$ cat src/rtl/mono_pkg.sv
package mono_pkg;

    typedef struct packed {
        logic r;
        logic g;
        logic b;
    } rgb_t;

    localparam rgb_t IDLE_A = '{r: 1'b1, g: 1'b0, b: 1'b1};
    localparam rgb_t IDLE_B = '{r: 1'b0, g: 1'b1, b: 1'b1};
    localparam rgb_t DARK   = '{r: 1'b0, g: 1'b0, b: 1'b0};

    function automatic rgb_t grey(input logic v);
        return '{r: v, g: v, b: v};
    endfunction

endpackage

$ cat src/rtl/mono_idle_gen.sv
module mono_idle_gen
    import mono_pkg::*;
(
    input  logic clk_i,
    input  logic rst_ni,
    output rgb_t colour_o
);
    logic phase_d, phase_q;

    always_comb begin
        phase_d = ~phase_q;
    end

    always_ff @(posedge clk_i) begin
        if (!rst_ni) phase_q <= 1'b0;
        else         phase_q <= phase_d;
    end

    assign colour_o = phase_q ? IDLE_B : IDLE_A;

    // the phase flips on every clock out of reset
    p_phase_flip_r2: assert property (@(posedge clk_i) disable iff (!rst_ni)
        $past(rst_ni) |-> (phase_q != $past(phase_q)))
        else $error("idle phase did not toggle");
endmodule

$ cat src/rtl/mono_word_shifter.sv
module mono_word_shifter #(
    parameter int WORD_W = 16
) (
    input  logic              clk_i,
    input  logic              rst_ni,
    input  logic              step_i,
    input  logic              realign_i,
    input  logic              fifo_rdy_i,
    input  logic [WORD_W-1:0] fifo_data_i,
    output logic              fifo_pop_o,
    output logic              bit_o
);
    localparam int CNT_W = (WORD_W > 1) ? $clog2(WORD_W) : 1;
    localparam logic [CNT_W-1:0] LAST = CNT_W'(WORD_W - 1);

    typedef struct packed {
        logic [WORD_W-1:0] sr;
        logic [CNT_W-1:0]  cnt;
    } st_t;

    st_t st_d, st_q;
    logic [WORD_W-1:0] word;

    always_comb begin
        st_d       = st_q;
        word       = st_q.sr;
        fifo_pop_o = 1'b0;
        bit_o      = 1'b0;
        if (step_i) begin
            if (st_q.cnt == '0) begin
                word       = fifo_rdy_i ? fifo_data_i : '0;
                fifo_pop_o = fifo_rdy_i;
            end
            bit_o     = word[0];
            st_d.sr   = word >> 1;
            st_d.cnt  = (st_q.cnt == LAST) ? '0 : st_q.cnt + 1'b1;
        end
        if (realign_i) st_d.cnt = '0;
    end

    always_ff @(posedge clk_i) begin
        if (!rst_ni) st_q <= '0;
        else         st_q <= st_d;
    end

    // a read only happens when the FIFO offers a word
    p_pop_ready_r5: assert property (@(posedge clk_i) disable iff (!rst_ni)
        fifo_pop_o |-> fifo_rdy_i)
        else $error("read while FIFO not ready");
    // after a read, the position moves to bit 1 unless realigned
    p_pop_then_one_r5: assert property (@(posedge clk_i) disable iff (!rst_ni)
        (fifo_pop_o && !realign_i) |=> (st_q.cnt == CNT_W'(1)))
        else $error("read not at start of word");
    // no step and no strobe leaves the position untouched
    p_hold_r6: assert property (@(posedge clk_i) disable iff (!rst_ni)
        (!step_i && !realign_i) |=> $stable(st_q.cnt))
        else $error("position moved without a pixel");
    // a strobe always returns the position to bit 0
    p_realign_r8: assert property (@(posedge clk_i) disable iff (!rst_ni)
        realign_i |=> (st_q.cnt == '0))
        else $error("strobe did not realign");
endmodule

$ cat src/rtl/mono_serialiser.sv
module mono_serialiser
    import mono_pkg::*;
#(
    parameter int WORD_W = 16
) (
    input  logic              clk_i,
    input  logic              rst_ni,
    input  logic              fifo_rdy_i,
    input  logic [WORD_W-1:0] fifo_data_i,
    output logic              fifo_pop_o,
    input  logic              pix_active_i,
    input  logic              line_end_i,
    input  logic              frame_end_i,
    output logic              red_o,
    output logic              green_o,
    output logic              blue_o
);
    typedef struct packed {
        logic synced;
        rgb_t rgb;
    } top_t;

    top_t st_d, st_q;
    rgb_t idle_colour;
    logic pix_bit;
    logic step;
    logic realign;

    assign step    = st_q.synced & pix_active_i;
    assign realign = line_end_i | frame_end_i;

    mono_idle_gen i_idle (
        .clk_i    (clk_i),
        .rst_ni   (rst_ni),
        .colour_o (idle_colour)
    );

    mono_word_shifter #(.WORD_W(WORD_W)) i_shift (
        .clk_i       (clk_i),
        .rst_ni      (rst_ni),
        .step_i      (step),
        .realign_i   (realign),
        .fifo_rdy_i  (fifo_rdy_i),
        .fifo_data_i (fifo_data_i),
        .fifo_pop_o  (fifo_pop_o),
        .bit_o       (pix_bit)
    );

    always_comb begin
        st_d        = st_q;
        st_d.synced = st_q.synced | frame_end_i;
        if (!st_q.synced)     st_d.rgb = idle_colour;
        else if (pix_active_i) st_d.rgb = grey(pix_bit);
        else                   st_d.rgb = DARK;
    end

    always_ff @(posedge clk_i) begin
        if (!rst_ni) st_q <= '{synced: 1'b0, rgb: IDLE_B};
        else         st_q <= st_d;
    end

    assign red_o   = st_q.rgb.r;
    assign green_o = st_q.rgb.g;
    assign blue_o  = st_q.rgb.b;

    // before sync the colour is one of the two idle patterns
    p_idle_colour_r2: assert property (@(posedge clk_i) disable iff (!rst_ni)
        !st_q.synced |-> (blue_o && (red_o != green_o)))
        else $error("bad idle colour");
    // no FIFO reads before sync
    p_no_read_unsynced_r2: assert property (@(posedge clk_i) disable iff (!rst_ni)
        !st_q.synced |-> !fifo_pop_o)
        else $error("read before sync");
    // streamed pixels are grey-scale (all channels equal)
    p_mono_r4: assert property (@(posedge clk_i) disable iff (!rst_ni)
        ($past(st_q.synced) && $past(pix_active_i)) |-> (red_o == green_o && green_o == blue_o))
        else $error("channels differ on a pixel");
    // blanking is dark once synced
    p_blank_dark_r6: assert property (@(posedge clk_i) disable iff (!rst_ni)
        ($past(st_q.synced) && !$past(pix_active_i)) |-> (!red_o && !green_o && !blue_o))
        else $error("blanking not dark");
endmodule

$ cat config.mk
export PLATFORM = sky130hd
export DESIGN_NAME = mono_serialiser
export DESIGN_NICKNAME = d
export VERILOG_FILES = /design/src/rtl/mono_pkg.sv /design/src/rtl/mono_idle_gen.sv /design/src/rtl/mono_word_shifter.sv /design/src/rtl/mono_serialiser.sv
export SDC_FILE = /design/constraint.sdc
export NUM_CORES = 1
export LEC_CHECK = 0
export ABC_AREA = 1
export BUFFER_PORTS_ARGS = -buffer_cell sky130_fd_sc_hd__buf_2
export CAP_MARGIN = 25
export CORE_MARGIN = 2
export CORE_UTILIZATION = 54
export DETAILED_ROUTE_END_ITERATION = 16
export GPL_TIMING_DRIVEN = 0
export MAX_ROUTING_LAYER = met4
export PLACE_DENSITY = 0.74
export SETUP_SLACK_MARGIN = 0.1
export SYNTH_ARGS = -nofsm -noshare
export SYNTH_HDL_FRONTEND = slang
export SYNTH_SLANG_ARGS = --single-unit
$ cat constraint.sdc
create_clock -name clk_i -period 1.73 [get_ports clk_i]
set_input_delay 0.346 -clock clk_i [delete_from_list [all_inputs] [get_ports clk_i]]
set_output_delay 0.346 -clock clk_i [all_outputs]
set_load 0.03 [all_outputs]
==> results.py, run 1 <==
metrics = {
    "outcome": {
        "status": "finished clean",
    },
    "cts": {
        "cts_buffers": 3,
        "clockBufferDepth": 2,
        "cts_hold_buf": 0,
        "cts.clk_slew.worst_paths_ns": 0.13,
        "h-tree-depth": 1,
        "clk_latency_ns": 0.32,
        "tritoncts": "yes",
        "clock_sinks": 24,
        "root_buffer": "clkbuf_4",
    },
    "critical_path": {
        "crit_slowest_cell": "dfxtp_4",
        "rrSetupSlack_ns": 0.44,
        "crit_path_end_kind": "primary output",
        "cp_data_arrival_time_ns": 1.21,
        "regToRegStartpoint": "i_shift.st_q[0]$_SDFFE_PP0P_",
        "crit_chain": "inv_2 -> ha_4 -> nand2_4 -> nor2_4 -> buf_6",
        "startpoint_type": "flip-flop",
        "crit_path_max_incr_delay_ns": 0.37,
        "path_class": "reg2out",
        "rr_worst_depth": 9,
        "worstPathRequired_ns": 1.38,
        "r2r_end": "i_shift.st_q[12]$_SDFFE_PN0P_",
        "cp_max_fo": 2,
    },
    "power": {
        "swShare_pct": 26.4,
        "p_leak_nw": 0.785,
        "p_comb_share_pct": 14.5,
        "p_int_uw": 759,
        "p_seq_share_pct": 56.3,
        "p_sw_uw": 272,
        "total_power_mw": 1.03,
        "powerDensity_nw_per_um2": 640,
        "clock_power_share_pct": 29.2,
        "vdd_drop_max_uv": 552,
    },
    "grt": {
        "grt_pass1_wl_mm": 4.24,
        "met1_usage_pct": 25.4,
        "grt_pass1_vias": 1018,
        "grt.busiest_layer": "met2",
        "antenna_found_initial": 0,
        "grtUsageTotal_pct": 21.0,
        "met2_usage_pct": 34.1,
        "grt_max_degree": 14,
        "grt_overflow": 0,
        "use_met3_pct": 3.33,
    },
    "yosys": {
        "synth_compound_area_share_pct": 1.50,
        "synth_most_common_cell": "nand2_1",
        "ys_top_cells_by_area": "dfxtp_1 (36%), nand2_1 (16%), nor2_1 (11%)",
        "synth_mux_area_share_pct": 0,
        "yosys.area.top_type": "dfxtp_1",
        "synth-edff-count": 0,
        "synth_flop_cell": "dfxtp_1",
        "synth_commonest_cells": "nand2_1 (57), nor2_1 (39), inv_1 (38), dfxtp_1 (24), nor3_1 (15)",
        "syn_inst": 210,
        "yosysUniqueCellTypes": 21,
        "yosys.area_share.simple_pct": 44.4,
        "yosys_warnings": 0,
        "netlist_area_um2": 1340,
        "synth_top_area_share_pct": 35.9,
        "synth_top_family_by_area": "simple AND/OR/NAND/NOR gates",
        "synthAdderAreaFrac_pct": 1.87,
        "synthXorXnorAreaFrac_pct": 0.655,
        "async_reset_ff_share_pct": 0,
        "syn_nets": 234,
        "avgSynthCellArea_um2": 6.37,
        "synth_seq_cells": 24,
        "synth-seq-area-share_pct": 35.9,
    },
    "timing": {
        "rsz0062_at_grt": "no",
        "fin_crit_sh_pct": 90.0,
        "final.setup.tns_ns": 0,
        "hold_viol": 0,
        "final.min_clock_period_ns": 1.56,
        "setup_violations": 0,
        "tightest_slew_ns": 0.479,
        "skew_ns": 0.00633,
        "slew_headroom_pct": 68.1,
        "fmax_mhz": 642,
        "slew_violations": 0,
    },
    "placed_design": {
        "routabilityCongestion": 0.835,
        "place_hpwl_mm": 1.82,
        "portBuffers": 25,
    },
    "hold_path": {
        "min-delay-start": "frame_end_i",
        "whs_endpoint": "st_q[3]$_SDFF_PN0_",
        "min_path_cells": 3,
        "hold_class": "in2reg",
    },
    "cells_and_area": {
        "n_antenna_cell": 0,
        "layout.nets": 268,
        "drive_gt1_share_pct": 26.3,
        "syn_to_final_growth_pct": 20.3,
        "post-route-util_pct": 66.8,
    },
    "flow_run": {
        "maxCapViolCount": 0,
    },
    "drt": {
        "num_vias": 1245,
        "wl_per_cell_um": 9.48,
        "drt_iter0_markers": 15,
        "via_per_inst": 4.56,
        "drtAntennaViolNets": 0,
        "first_pass_iters": 4,
        "routed_wl_mm": 2.59,
        "drc_errors": 0,
    },
    "floorplan": {
        "num_rows": 18,
        "core_area_um2": 2410,
        "die-area_um2": 2890,
        "start_util_pct": 55.5,
        "ios": 26,
        "fp.dieW_um": 53.8,
        "die-height_um": 53.8,
    },
}
[through the flow]
| stage | cells | cell area [um^2] | hold WS [ns] | setup WS [ns] |
|---|---|---|---|---|
| finish | 273 | 1610 | 0.232 | 0.173 |
| global route | 273 | 1610 | 0.232 | 0.105 |
| CTS | 273 | 1600 | 0.225 | 0.109 |
| detailed placement | 265 | 1500 | 0.427 | 0.307 |
| global placement | 265 | 1500 | 0.427 | 0.312 |
| floorplan | 210 | 1340 | 0.405 | 0.289 |
[worst max-delay path by stage]
stage                            startpoint         end  slack [ns]  cells after the start
5_1_grt        i_shift.st_q[0]$_SDFFE_PP0P_  fifo_pop_o        0.10                      5
6_report       i_shift.st_q[0]$_SDFFE_PP0P_  fifo_pop_o        0.17                      5
4_1_cts        i_shift.st_q[0]$_SDFFE_PP0P_  fifo_pop_o        0.11                      5
3_5_place_dp   i_shift.st_q[0]$_SDFFE_PP0P_  fifo_pop_o        0.31                      5
3_3_place_gp   i_shift.st_q[0]$_SDFFE_PP0P_  fifo_pop_o        0.31                      5
2_1_floorplan  i_shift.st_q[0]$_SDFFE_PP0P_  fifo_pop_o        0.29                      4
[worst max-delay path, delay by kind of cell (launching register included)]
family	cells	cell delay [ns]
adder cells (fa/ha/maj)	1	0.14
flip-flops	1	0.37
buffers and inverters	2	0.20
AND/OR/NAND/NOR	2	0.18
[state kept, by name (all words and copies together), names as in the netlist]
register,cells
i_shift.st_q,19
blue_o,1
green_o,1
i_idle.phase_q,1
red_o,1
st_q,1
[layout by cell type (no fill, tap or decap), types with 2 or more instances in the layout]
master,count
a21oi_1,2
buf_2,26
buf_4,6
buf_6,4
clkbuf_4,3
dfxtp_1,21
dfxtp_2,2
inv_1,36
inv_2,3
nand2_1,56
nand2_4,2
nand3_1,4
nand4_1,3
nor2_1,37
nor2_2,11
nor3_1,15
o21ai_0,2
[per-layer routing]
layer  vias up  wire length (um)
li1        691                 -
met1       522              1240
met2        27              1190
met3         5                97
met4         0                51
met5         -                 0
[cell families (layout without fill, tap and decap cells)]
group / count (synthesis) / after routing
flops: 24 / 24
buf+inv: 47 / 80
fa+ha+maj: 2 / 2
simple gates: 132 / 132
compound gates: 4 / 4
xor+xnor: 1 / 1
[layout make-up]
type                    instances  area [um^2]
repair buffers                 29          161
multi-input cells             139          678
plain buffers                   8         62.6
clock buffers                   4         36.3
flip-flops and latches         24          487
well taps                      30         37.5
inverters                      39          146
fillers                       237          801
[power groups by stage]
stage          logic, mW  clock network (mW)  registers (mW)
2_1_floorplan     0.0822                   0           0.602
3_3_place_gp       0.141                   0           0.593
3_5_place_dp       0.142                   0           0.594
4_1_cts            0.149               0.310           0.579
5_1_grt            0.167               0.342           0.582
6_report           0.149               0.301           0.580
[repair_timing]
item                       in CTS  in global routing
setup endpoints to repair       1                  1
gates resized for setup        10                  5
buffers inserted                4                  0
pin swaps                       1                  0
No activity file was read; power rests on OpenSTA's default activity.
==> inputs of run 2 (changes only) <==
--- a/config.mk
+++ b/config.mk
@@ -9,11 +9,11 @@
 export BUFFER_PORTS_ARGS = -buffer_cell sky130_fd_sc_hd__buf_2
 export CAP_MARGIN = 25
 export CORE_MARGIN = 2
-export CORE_UTILIZATION = 54
+export CORE_UTILIZATION = 56
+export CTS_BUF_LIST = sky130_fd_sc_hd__clkbuf_8
 export DETAILED_ROUTE_END_ITERATION = 16
 export GPL_TIMING_DRIVEN = 0
-export MAX_ROUTING_LAYER = met4
-export PLACE_DENSITY = 0.74
+export PLACE_DENSITY = 0.77
 export SETUP_SLACK_MARGIN = 0.1
 export SYNTH_ARGS = -nofsm -noshare
 export SYNTH_HDL_FRONTEND = slang
==> results.py, run 2 (synthesized netlist as in run 1, its figures left out) <==
metrics = {
    "cts": {
        "cts.clk_slew.worst_paths_ns": 0.08,
        "h-tree-depth": 1,
        "tritoncts": "yes",
        "cts_buffers": 3,
        "root_buffer": "clkbuf_8",
        "clock_sinks": 24,
        "clk_latency_ns": 0.27,
        "clockBufferDepth": 2,
        "cts_hold_buf": 0,
    },
    "critical_path": {
        "r2r_end": "i_shift.st_q[6]$_SDFFE_PN0P_",
        "cp_data_arrival_time_ns": 1.22,
        "worstPathRequired_ns": 1.38,
        "crit_path_end_kind": "primary output",
        "regToRegStartpoint": "i_shift.st_q[1]$_SDFFE_PP0P_",
        "cp_max_fo": 4,
        "path_class": "reg2out",
        "rr_worst_depth": 8,
        "rrSetupSlack_ns": 0.44,
        "startpoint_type": "flip-flop",
    },
    "timing": {
        "fmax_mhz": 638,
        "skew_ns": 0.00129,
        "rsz0062_at_grt": "no",
        "hold_viol": 0,
        "final.min_clock_period_ns": 1.57,
        "tightest_slew_ns": 0.462,
        "fin_crit_sh_pct": 90.6,
        "finalHoldWorstSlack_ns": 0.295,
        "setup_violations": 0,
        "worst_slack_ns": 0.162,
        "slew_headroom_pct": 69.2,
        "slew_violations": 0,
        "final.setup.tns_ns": 0,
    },
    "cells_and_area": {
        "n_antenna_cell": 0,
        "layout.nets": 266,
        "fillers": 180,
        "mostFrequentLayoutCells": "nand2_1 (56), inv_1 (38), nor2_1 (38)",
        "drive_gt1_share_pct": 24.5,
        "top_register": "i_shift.st_q",
        "layout_commonest_cell": "nand2_1",
        "syn_to_final_growth_pct": 20.7,
        "largest_reg_flops": 19,
        "finalNonFillerCells": 269,
    },
    "floorplan": {
        "die-height_um": 52.9,
        "start_util_pct": 59.9,
        "fp.dieW_um": 52.9,
        "die-area_um2": 2800,
        "core_area_um2": 2230,
        "ios": 26,
        "num_rows": 17,
    },
    "drt": {
        "drc_errors": 0,
        "drt_iter0_markers": 29,
        "drtAntennaViolNets": 0,
        "routed_wl_mm": 2.85,
        "wl_per_cell_um": 10.6,
        "first_pass_iters": 4,
        "num_vias": 1303,
        "via_per_inst": 4.84,
    },
    "placed_design": {
        "place_hpwl_mm": 2.12,
        "portBuffers": 25,
        "pre_cts_ws_ns": 0.282,
        "routabilityCongestion": 0.892,
        "dp_cells": 263,
    },
    "hold_path": {
        "min_path_cells": 3,
        "hold_class": "in2reg",
        "whs_endpoint": "st_q[3]$_SDFF_PN0_",
        "min-delay-start": "frame_end_i",
    },
    "power": {
        "vdd_drop_max_uv": 803,
        "p_leak_nw": 0.783,
        "powerDensity_nw_per_um2": 759,
    },
    "grt": {
        "grtUsageTotal_pct": 23.0,
        "grt_pass1_wl_mm": 4.69,
        "grt_pass1_vias": 1188,
        "antenna_found_initial": 0,
        "grt_overflow": 0,
        "grt_max_degree": 15,
    },
    "outcome": {
        "status": "finished clean",
    },
    "flow_run": {
        "maxCapViolCount": 0,
    },
}
run 2: cell count changes in the layout (fill, tap and decap cells not counted), sizes merged:
cell / delta
buf: -2
clkbuf: -1
bufinv: +1
run 2: power breakdown:
part           switching [mW]  total (mW)  internal (mW)
Sequential             0.0108       0.580          0.569
Clock                   0.185       0.495          0.310
Combinational          0.0912       0.150         0.0589
Total                   0.287        1.22          0.938
run 2: area by class of cell:
class                           instances  area, um^2  area share [%]
Multi-Input combinational cell        139         666            41.2
Sequential cell                        24         487            30.2
Timing Repair Buffer                   27         146            9.07
Inverter                               39         146            9.07
Buffer                                  8        62.6            3.88
Clock buffer                            3        41.3            2.56
Tap cell                               28        35.0            2.17
Clock inverter                          1        30.0            1.86
run 2: worst max-delay path by stage:
stage | startpoint | end | slack (ns)
after detailed placement | i_shift.st_q[0]$_SDFFE_PP0P_ | fifo_pop_o | 0.28
after global routing | i_shift.st_q[1]$_SDFFE_PP0P_ | fifo_pop_o | 0.09
after CTS | i_shift.st_q[1]$_SDFFE_PP0P_ | fifo_pop_o | 0.11
final | i_shift.st_q[1]$_SDFFE_PP0P_ | fifo_pop_o | 0.16
after global placement | i_shift.st_q[0]$_SDFFE_PP0P_ | fifo_pop_o | 0.33
after floorplan | i_shift.st_q[0]$_SDFFE_PP0P_ | fifo_pop_o | 0.29
run 2: critical path, stage by stage (launching register included):
cell and delay, ns:
dfxtp_2 0.34, inv_1 0.08, ha_2 0.22, nand2_4 0.08
nor2_4 0.11, buf_6 0.14
run 2: layer usage:
metal  up-vias  GRT usage, %  wire, um
li1        679             -         -
met2        31          45.6      1500
met3         7          2.26       118
met4         0          12.4        51
met1       586          22.9      1180
met5         -             0         0
run 2: timing repair:
item	4_1_cts	5_1_grt
resized for setup	5	6
setup buffers	1	1
endpoints found under the setup margin	1	1
pin swaps	1	1
run 2: stage by stage:
step	power, mW	instance area (um^2)	util, %
after global placement	0.733	1500	67.1
after detailed placement	0.738	1500	67.1
final	1.22	1610	72.3
after global routing	1.28	1610	72.3
after floorplan	0.685	1340	-
after CTS	1.23	1590	71.1
==> inputs of run 3 (changes only) <==
--- a/config.mk
+++ b/config.mk
@@ -8,6 +8,7 @@
 export ABC_AREA = 1
 export BUFFER_PORTS_ARGS = -buffer_cell sky130_fd_sc_hd__buf_2
 export CAP_MARGIN = 25
+export CORE_ASPECT_RATIO = 1.1
 export CORE_MARGIN = 2
 export CORE_UTILIZATION = 56
 export CTS_BUF_LIST = sky130_fd_sc_hd__clkbuf_8
==> results.py, run 3 (synthesized netlist as in run 1, its figures left out) <==
metrics = {
    "cells_and_area": {
        "layout.nets": 265,
        "mostFrequentLayoutCells": "nand2_1 (56), inv_1 (38), nor2_1 (38)",
        "syn_to_final_growth_pct": 19.6,
        "n_antenna_cell": 0,
        "layout_commonest_cell": "nand2_1",
        "seq_area_um2": 483,
        "fillers": 200,
        "drive_gt1_share_pct": 23.8,
        "largest_reg_flops": 19,
        "top_register": "i_shift.st_q",
        "multiInputGateArea_um2": 661,
        "post-route-util_pct": 71.1,
    },
    "outcome": {
        "status": "finished clean",
    },
    "hold_path": {
        "hold_class": "in2reg",
        "whs_endpoint": "st_q[3]$_SDFF_PN0_",
        "min_path_cells": 3,
        "min-delay-start": "frame_end_i",
    },
    "critical_path": {
        "worstPathRequired_ns": 1.38,
        "cp_data_arrival_time_ns": 1.21,
        "rr_worst_depth": 7,
        "r2r_end": "i_shift.st_q[12]$_SDFFE_PN0P_",
        "crit_slowest_cell": "dfxtp_2",
        "crit_path_end_kind": "primary output",
        "crit_chain": "inv_1 -> ha_2 -> nand2_2 -> nor2_4 -> buf_6",
        "startpoint_type": "flip-flop",
        "rrSetupSlack_ns": 0.40,
        "regToRegStartpoint": "i_shift.st_q[0]$_SDFFE_PP0P_",
        "crit_buf_inv": 2,
        "path_delay_family": "flip-flops",
        "path_class": "reg2out",
        "crit_path_max_incr_delay_ns": 0.34,
        "cp_max_fo": 4,
    },
    "grt": {
        "grt_pass1_wl_mm": 4.80,
        "grt_pass1_vias": 1164,
        "grtUsageTotal_pct": 21.5,
        "grt_max_degree": 15,
        "antenna_found_initial": 0,
        "grt_overflow": 0,
    },
    "cts": {
        "clk_latency_ns": 0.27,
        "cts.clk_slew.worst_paths_ns": 0.09,
        "clock_sinks": 24,
        "cts_hold_buf": 0,
        "root_buffer": "clkbuf_8",
        "tritoncts": "yes",
        "h-tree-depth": 1,
        "clockBufferDepth": 2,
        "cts_buffers": 3,
    },
    "floorplan": {
        "fp.dieW_um": 50.6,
        "core_area_um2": 2250,
        "start_util_pct": 59.4,
        "die-area_um2": 2800,
        "die-height_um": 55.3,
        "num_rows": 18,
        "ios": 26,
    },
    "power": {
        "p_seq_share_pct": 47.5,
        "p_sw_uw": 285,
        "p_leak_nw": 0.777,
        "p_comb_share_pct": 12.1,
        "clock_power_share_pct": 40.4,
        "swShare_pct": 23.3,
        "vdd_drop_max_uv": 578,
        "powerDensity_nw_per_um2": 764,
        "p_int_uw": 938,
    },
    "timing": {
        "worst_slack_ns": 0.177,
        "fin_crit_sh_pct": 89.8,
        "slew_violations": 0,
        "skew_ns": 0.00907,
        "rsz0062_at_grt": "no",
        "slew_headroom_pct": 66.9,
        "tightest_slew_ns": 0.497,
        "final.min_clock_period_ns": 1.55,
        "fmax_mhz": 644,
        "setup_violations": 0,
        "final.setup.tns_ns": 0,
        "hold_viol": 0,
    },
    "placed_design": {
        "portBuffers": 25,
        "place_hpwl_mm": 1.96,
        "pre_cts_ws_ns": 0.297,
        "routabilityCongestion": 0.741,
    },
    "drt": {
        "num_vias": 1258,
        "drt_iter0_markers": 17,
        "first_pass_iters": 4,
        "drc_errors": 0,
        "drtAntennaViolNets": 0,
        "via_per_inst": 4.66,
        "routed_wl_mm": 2.74,
        "wl_per_cell_um": 10.1,
    },
    "flow_run": {
        "maxCapViolCount": 0,
    },
}
## run 3: final cells by class
class | instances | area share, %
clock inverter | 1 | 1.88
sequential | 24 | 30.2
buffer | 8 | 3.91
inverter | 39 | 9.15
tap | 30 | 2.35
multi-input combinational | 139 | 41.3
clock buffer | 3 | 2.58
timing repair buffer | 26 | 8.68
## run 3: repair_timing
item / in CTS / in global routing
pin swaps: 1 / 1
setup buffers: 1 / 0
resized for setup: 3 / 5
setup endpoints to repair: 1 / 1
hold endpoints to repair: 0 / 0
## run 3: per-layer routing
metal / up-vias / GRT usage [%] / part of all wire (%)
met1: 544 / 27.5 / 45
li1: 679 / - / -
met4: 0 / 9.27 / 1.1
met5: - / 0 / 0
met2: 31 / 36.7 / 49
met3: 4 / 1.89 / 4.5
## run 3: stage by stage
step	cells	hold slack (ns)	cell area, um^2	total power [mW]
global placement	265	0.412	1500	0.732
finish	270	0.300	1600	1.22
detailed placement	265	0.433	1500	0.737
floorplan	210	0.405	1340	0.685
CTS	270	0.297	1590	1.23
global route	270	0.311	1600	1.27
## run 3: worst register-to-register path, delay by kind of cell (launching register included)
kind | cells | cell delay (ns)
flops | 1 | 0.37
fa+ha+maj | 1 | 0.18
simple gates | 4 | 0.34
buf+inv | 2 | 0.31
## run 3: power groups by stage
stage / Combinational, mW / Clock [mW] / Sequential (mW)
3_5_place_dp: 0.143 / 0 / 0.593
6_report: 0.148 / 0.495 / 0.581
4_1_cts: 0.146 / 0.502 / 0.581
3_3_place_gp: 0.140 / 0 / 0.593
2_1_floorplan: 0.0822 / 0 / 0.602
5_1_grt: 0.166 / 0.518 / 0.583
## run 3: worst max path at each step
stage | slack [ns] | to | from | cells after the start
finish | 0.18 | fifo_pop_o | i_shift.st_q[1]$_SDFFE_PP0P_ | 5
global route | 0.1 | fifo_pop_o | i_shift.st_q[1]$_SDFFE_PP0P_ | 5
CTS | 0.10 | fifo_pop_o | i_shift.st_q[1]$_SDFFE_PP0P_ | 5
detailed placement | 0.30 | fifo_pop_o | i_shift.st_q[0]$_SDFFE_PP0P_ | 5
global placement | 0.31 | fifo_pop_o | i_shift.st_q[0]$_SDFFE_PP0P_ | 5
floorplan | 0.29 | fifo_pop_o | i_shift.st_q[0]$_SDFFE_PP0P_ | 4
